--- config.mk ---
export PLATFORM = sky130hd
export DESIGN_NAME = cce_top
export DESIGN_NICKNAME = d
export VERILOG_FILES = /design/src/rtl/cce_pkg.sv /design/src/rtl/cce_form_decode.sv /design/src/rtl/cce_cost_calc.sv /design/src/rtl/cce_total_acc.sv /design/src/rtl/cce_top.sv
export SDC_FILE = /design/constraint.sdc
export NUM_CORES = 1
export LEC_CHECK = 0
export CORE_MARGIN = 2
export CORE_UTILIZATION = 25
export CTS_CLUSTER_SIZE = 20
export DETAILED_ROUTE_END_ITERATION = 16
export DONT_BUFFER_PORTS = 1
export GPL_TIMING_DRIVEN = 0
export PLACE_DENSITY = 0.43
export SLEW_MARGIN = 30
export SYNTH_ARGS = -nofsm -noshare
export SYNTH_HDL_FRONTEND = slang
export SYNTH_SLANG_ARGS = --single-unit
--- constraint.sdc ---
create_clock -name clk -period 7.8 [get_ports clk]
set_input_delay 0.39 -clock clk [delete_from_list [all_inputs] [get_ports clk]]
set_output_delay 0.39 -clock clk [all_outputs]
set_load 0.03 [all_outputs]
--- src/rtl/cce_pkg.sv ---
package cce_pkg;

    typedef enum logic [1:0] {
        OP_MOVE  = 2'd0,
        OP_ADD   = 2'd1,
        OP_RSV_A = 2'd2,
        OP_RSV_B = 2'd3
    } op_e;

    typedef enum logic [1:0] {
        SRC_REG  = 2'd0,
        SRC_IMM  = 2'd1,
        SRC_MEM  = 2'd2,
        SRC_RSV  = 2'd3
    } src_e;

    // Operand form after prioritised classification.
    typedef enum logic [3:0] {
        FORM_NONE,
        FORM_MOV_ACC_MEM,
        FORM_MOV_REG_REG,
        FORM_MOV_IMM_REG,
        FORM_MOV_MEM_REG,
        FORM_MOV_REG_MEM,
        FORM_MOV_IMM_MEM,
        FORM_ADD_REG_REG,
        FORM_ADD_IMM_REG,
        FORM_ADD_MEM_REG,
        FORM_ADD_REG_MEM,
        FORM_ADD_IMM_MEM
    } form_e;

    typedef enum logic {
        ST_IDLE,
        ST_REPORT
    } state_e;

    localparam int unsigned BASE_W = 5;

    typedef struct packed {
        form_e form;
        logic  unsup;
    } class_t;

    function automatic logic [BASE_W-1:0] form_base(input form_e f);
        logic [BASE_W-1:0] b;
        unique case (f)
            FORM_MOV_ACC_MEM: b = 5'd10;
            FORM_MOV_REG_REG: b = 5'd2;
            FORM_MOV_IMM_REG: b = 5'd4;
            FORM_MOV_MEM_REG: b = 5'd8;
            FORM_MOV_REG_MEM: b = 5'd9;
            FORM_MOV_IMM_MEM: b = 5'd10;
            FORM_ADD_REG_REG: b = 5'd3;
            FORM_ADD_IMM_REG: b = 5'd4;
            FORM_ADD_MEM_REG: b = 5'd9;
            FORM_ADD_REG_MEM: b = 5'd16;
            FORM_ADD_IMM_MEM: b = 5'd17;
            default:          b = 5'd0;
        endcase
        return b;
    endfunction

    function automatic logic form_uses_ea(input form_e f);
        logic u;
        unique case (f)
            FORM_MOV_MEM_REG,
            FORM_MOV_REG_MEM,
            FORM_MOV_IMM_MEM,
            FORM_ADD_MEM_REG,
            FORM_ADD_REG_MEM,
            FORM_ADD_IMM_MEM: u = 1'b1;
            default:          u = 1'b0;
        endcase
        return u;
    endfunction

endpackage

--- src/rtl/cce_form_decode.sv ---
module cce_form_decode
    import cce_pkg::*;
(
    input  logic [1:0] op,
    input  logic       dst_mem,
    input  logic       dst_acc,
    input  logic [1:0] src_kind,
    input  logic       src_acc,
    output class_t     cls
);

    op_e  op_q;
    src_e src_q;
    logic acc_mem_move;

    assign op_q  = op_e'(op);
    assign src_q = src_e'(src_kind);

    // Accumulator exchange with memory, either direction.
    assign acc_mem_move = (src_q == SRC_REG && src_acc && dst_mem) ||
                          (src_q == SRC_MEM && dst_acc && !dst_mem);

    always_comb begin
        cls.form  = FORM_NONE;
        cls.unsup = 1'b0;
        if (src_q == SRC_RSV || (dst_mem && src_q == SRC_MEM)) begin
            cls.unsup = 1'b1;
        end else begin
            unique case (op_q)
                OP_MOVE: begin
                    if (acc_mem_move) begin
                        cls.form = FORM_MOV_ACC_MEM;
                    end else begin
                        unique case ({dst_mem, src_q})
                            {1'b0, SRC_REG}: cls.form = FORM_MOV_REG_REG;
                            {1'b0, SRC_IMM}: cls.form = FORM_MOV_IMM_REG;
                            {1'b0, SRC_MEM}: cls.form = FORM_MOV_MEM_REG;
                            {1'b1, SRC_REG}: cls.form = FORM_MOV_REG_MEM;
                            {1'b1, SRC_IMM}: cls.form = FORM_MOV_IMM_MEM;
                            default:         cls.unsup = 1'b1;
                        endcase
                    end
                end
                OP_ADD: begin
                    unique case ({dst_mem, src_q})
                        {1'b0, SRC_REG}: cls.form = FORM_ADD_REG_REG;
                        {1'b0, SRC_IMM}: cls.form = FORM_ADD_IMM_REG;
                        {1'b0, SRC_MEM}: cls.form = FORM_ADD_MEM_REG;
                        {1'b1, SRC_REG}: cls.form = FORM_ADD_REG_MEM;
                        {1'b1, SRC_IMM}: cls.form = FORM_ADD_IMM_MEM;
                        default:         cls.unsup = 1'b1;
                    endcase
                end
                OP_RSV_A,
                OP_RSV_B: cls.unsup = 1'b1;
                default:  cls.unsup = 1'b1;
            endcase
        end
    end

endmodule

--- src/rtl/cce_cost_calc.sv ---
module cce_cost_calc
    import cce_pkg::*;
#(
    parameter int unsigned EA_W   = 5,
    parameter int unsigned COST_W = 8
) (
    input  class_t            cls,
    input  logic [EA_W-1:0]   ea_cost,
    output logic [COST_W-1:0] cost
);

    logic [COST_W-1:0] base_ext;
    logic [COST_W-1:0] ea_ext;

    assign base_ext = COST_W'(form_base(cls.form));
    assign ea_ext   = form_uses_ea(cls.form) ? COST_W'(ea_cost) : '0;

    always_comb begin
        if (cls.unsup) begin
            cost = '0;
        end else begin
            cost = base_ext + ea_ext;
        end
    end

endmodule

--- src/rtl/cce_total_acc.sv ---
module cce_total_acc #(
    parameter int unsigned COST_W = 8,
    parameter int unsigned TOT_W  = 32
) (
    input  logic              clk,
    input  logic              rst_n,
    input  logic              clear,
    input  logic              add_en,
    input  logic [COST_W-1:0] add_val,
    output logic [TOT_W-1:0]  total
);

    always_ff @(posedge clk or negedge rst_n) begin
        if (!rst_n) begin
            total <= '0;
        end else if (clear) begin
            total <= '0;
        end else if (add_en) begin
            total <= total + TOT_W'(add_val);
        end
    end

endmodule

--- src/rtl/cce_top.sv ---
module cce_top
    import cce_pkg::*;
#(
    parameter int unsigned EA_W   = 5,
    parameter int unsigned COST_W = 8,
    parameter int unsigned TOT_W  = 32
) (
    input  logic              clk,
    input  logic              rst_n,
    input  logic              in_valid,
    input  logic [1:0]        in_op,
    input  logic              in_dst_mem,
    input  logic              in_dst_acc,
    input  logic [1:0]        in_src_kind,
    input  logic              in_src_acc,
    input  logic [EA_W-1:0]   in_ea_cost,
    input  logic              clear,
    output logic              res_valid,
    output logic [COST_W-1:0] res_cost,
    output logic              res_unsup,
    output logic [TOT_W-1:0]  total
);

    class_t            cls;
    logic [COST_W-1:0] cost_now;
    logic              add_en;
    state_e            state_q;
    state_e            state_d;

    cce_form_decode u_decode (
        .op       (in_op),
        .dst_mem  (in_dst_mem),
        .dst_acc  (in_dst_acc),
        .src_kind (in_src_kind),
        .src_acc  (in_src_acc),
        .cls      (cls)
    );

    cce_cost_calc #(
        .EA_W   (EA_W),
        .COST_W (COST_W)
    ) u_cost (
        .cls     (cls),
        .ea_cost (in_ea_cost),
        .cost    (cost_now)
    );

    assign add_en = in_valid && !cls.unsup;

    cce_total_acc #(
        .COST_W (COST_W),
        .TOT_W  (TOT_W)
    ) u_total (
        .clk     (clk),
        .rst_n   (rst_n),
        .clear   (clear),
        .add_en  (add_en),
        .add_val (cost_now),
        .total   (total)
    );

    // Next-state logic.
    always_comb begin
        state_d = state_q;
        unique case (state_q)
            ST_IDLE:   state_d = in_valid ? ST_REPORT : ST_IDLE;   // T_ACCEPT / T_WAIT
            ST_REPORT: state_d = in_valid ? ST_REPORT : ST_IDLE;   // T_STREAM / T_DRAIN
            default:   state_d = ST_IDLE;
        endcase
    end

    // State register.
    always_ff @(posedge clk or negedge rst_n) begin
        if (!rst_n) begin
            state_q <= ST_IDLE;
        end else begin
            state_q <= state_d;
        end
    end

    // Result registers, loaded on each accepted instruction.
    always_ff @(posedge clk or negedge rst_n) begin
        if (!rst_n) begin
            res_cost  <= '0;
            res_unsup <= 1'b0;
        end else if (in_valid) begin
            res_cost  <= cost_now;
            res_unsup <= cls.unsup;
        end
    end

    assign res_valid = (state_q == ST_REPORT);

endmodule

==> qor.yml <==
outcome: "complete, no violations"
dp_hpwl_mm: 5.00
globalplace.congestion: 0.723
post-place-ws_ns: 1.60
place_area_um2: 2810
slew_headroom_pct: 38.1
wire_per_inst_um: 15.7
finalCritPeriodShare_pct: 75.5
ios: 58
num_vias: 2148
worst_pin_slew_ns: 0.920
power_mw: 0.410
numCtsBuffers: 5
die_x_um: 107
yosysTopAreaCell: "dfrtp_1"
finalNetCount: 332
cp_top_family: "simple AND/OR/NAND/NOR gates"
slew_violations: 0
whs_ns: 0.119
fin_util_pct: 28.6
h-tree-depth: 2
hp-class: "input pin to register"
cp_max_fo: 10
port_buffers: 0
leakage_nw: 1.28
holdPathStages: 0
clock_path_buffers: 2
ir_drop_mv: 0.0636
clk_root_buffer_cell: "clkbuf_8"
crit_chain: "clkbuf_1 > nor3b_1 > nor4_1 > inv_1 > ha_1 > nor3_1 > o22a_1 > nor2b_1 > ha_1 > fa_1 > a21o_1 > a21oi_1 > xor2_1 > nor2_1 > ha_1 > and3_1 > a21boi_0 > o22ai_1 > clkbuf_1 > or4_1 > nand2_1"
cp.depth: 21
instances_no_fill: 436
syn_area_um2: 2630
area_growth_pct: 11.7
grt_usage_pct: 12.5
ant_nets: 0
final_area_um2: 2940
fin_crit_ns: 5.89
yosys.area.top_type_share_pct: 38.1
finClkSkew_ns: 0.00837
path_clk_slew_ns: 0.08
dr.pass1.iters: 4
start_kind: "input pin"
synth_cell_type_count: 47
cts_tree: "done"
synthArstFlopShare_pct: 100
synth-edff-count: 0
cts.sinks: 40
grt_antenna_before_repair: 0
hold_viol: 0
layout-drive-gt1-share_pct: 7.33
grt_overflow_total: 0
fmax_mhz: 170
rr_worst_depth: 7
ys_seq_area_share_pct: 38.1
die_area_um2: 11400
setup_tns_ns: 0
grt_pass1_wl_mm: 11.3
path_common_cell: "ha_1"
grt_start_max_net_pins: 41
ys_ff_latch: 40
drt_iter0_drc: 92
power.density_nw_per_um2: 140
worst_path_max_delay_cell: "nor4_1"
antennaDiodeCount: 0
crit_buf_inv: 3
syn_area_per_cell_um2: 9.10
yosys_most_used_dff: "dfrtp_1"
grt_setup_unrepaired: "false"
viasPerCell: 4.93
slowest_delay_ns: 0.76
initial_core_util_pct: 25.6
fin_ws_ns: 1.91
drc: 0
grt_pass1_vias: 2207
post-cts-setup-buffers: 0
num_rows: 37
die_y_um: 107
setup_viol: 0
path_class: "input pin to register"
dpl.cell_count: 426
cp_data_required_time_ns: 8.03
cap_violations: 0
yosysWarnings: 0
coreArea_um2: 10300
netlist_instances: 289
drt-total-wl_mm: 6.83
cp-end-kind: "register"
insertion_delay_ns: 0.29
netlist_top_cells_area: "dfrtp_1 38%, ha_1 7.1%, a21oi_1 4.0%"
worstPathArrival_ns: 6.11
## power by group
group | leakage [nW] | internal, mW | switching, mW | total (mW)
logic | 0.680 | 0.0166 | 0.0289 | 0.0455
registers | 0.552 | 0.210 | 0.00796 | 0.218
clock network | 0.0455 | 0.0724 | 0.0744 | 0.147
## path summary, 6_finish.rpt
kind	from	endpoint	slack [ns]
worst max-delay path	in_op[0]	u_total.total[15]	1.91
worst min-delay path	in_valid	res_valid	0.12
worst max register to register	u_total.total[5]	u_total.total[15]	4.73
worst min register to register	res_cost[5]	res_cost[5]	0.71
max in group asynchronous	rst_n	res_unsup	6.99
min in group asynchronous	rst_n	u_total.total[31]	0.59
## cells in the final DEF (no fill, tap or decap), drive strengths merged, types with 8 or more instances in the layout
| cell type | Yosys | routed |
|---|---|---|
| nor3 | 8 | 8 |
| dfrtp | 40 | 40 |
| nand2 | 23 | 23 |
| ha | 15 | 15 |
| o31ai | 8 | 8 |
| a21oi | 21 | 21 |
| o21ai | 9 | 9 |
| clkbuf | 9 | 17 |
| nor2b | 11 | 11 |
| or4 | 11 | 11 |
| xor2 | 8 | 8 |
| nor2 | 25 | 25 |
| inv | 13 | 13 |
| xnor2 | 11 | 11 |
## layout make-up
type | count | area (µm²)
Buffer | 14 | 72.6
Clock buffer | 8 | 90.1
Fill cell | 1125 | 7340
Inverter | 13 | 48.8
Multi-Input combinational cell | 223 | 1520
Sequential cell | 40 | 1000
Tap cell | 136 | 170
Timing Repair Buffer | 2 | 37.5
## logic make-up after synthesis
logic type	synth area share, %
buf+inv	4.62
simple gates	24.0
xor+xnor	6.33
compound gates	14.4
other cells	0.143
mux	3.76
flops	38.1
fa+ha+maj	8.66
## routing by layer
metal	routed length (µm)	vias up	track usage, %
met5	0	-	0
met4	51	0	2.23
met3	438	4	4.23
met2	3290	46	20.7
met1	3050	1044	16.0
li1	-	1054	-
## flip-flops by register name, summed over array words and instances, names as in the netlist
| name | count |
|---|---|
| res_unsup | 1 |
| res_cost | 6 |
| res_valid | 1 |
| u_total.total | 32 |
## synthesized netlist by cell type, drive strengths merged, types with 2 or more instances
| library cell | number |
|---|---|
| a21o | 7 |
| a21oi | 21 |
| a31oi | 2 |
| and3 | 7 |
| and4 | 2 |
| buf | 5 |
| clkbuf | 9 |
| dfrtp | 40 |
| fa | 2 |
| ha | 15 |
| inv | 13 |
| mux2 | 7 |
| mux2i | 2 |
| nand2 | 23 |
| nand3 | 7 |
| nand3b | 2 |
| nand4 | 4 |
| nor2 | 25 |
| nor2b | 11 |
| nor3 | 8 |
| nor3b | 4 |
| nor4 | 4 |
| o211ai | 3 |
| o21ai | 9 |
| o22ai | 2 |
| o31ai | 8 |
| or3 | 4 |
| or4 | 11 |
| xnor2 | 11 |
| xor2 | 8 |
## timing repair
item,CTS,global route
endpoints found under the hold margin,40,0
gates resized for setup,0,0
hold buffers,2,0
No activity file was read; power rests on OpenSTA's default activity.
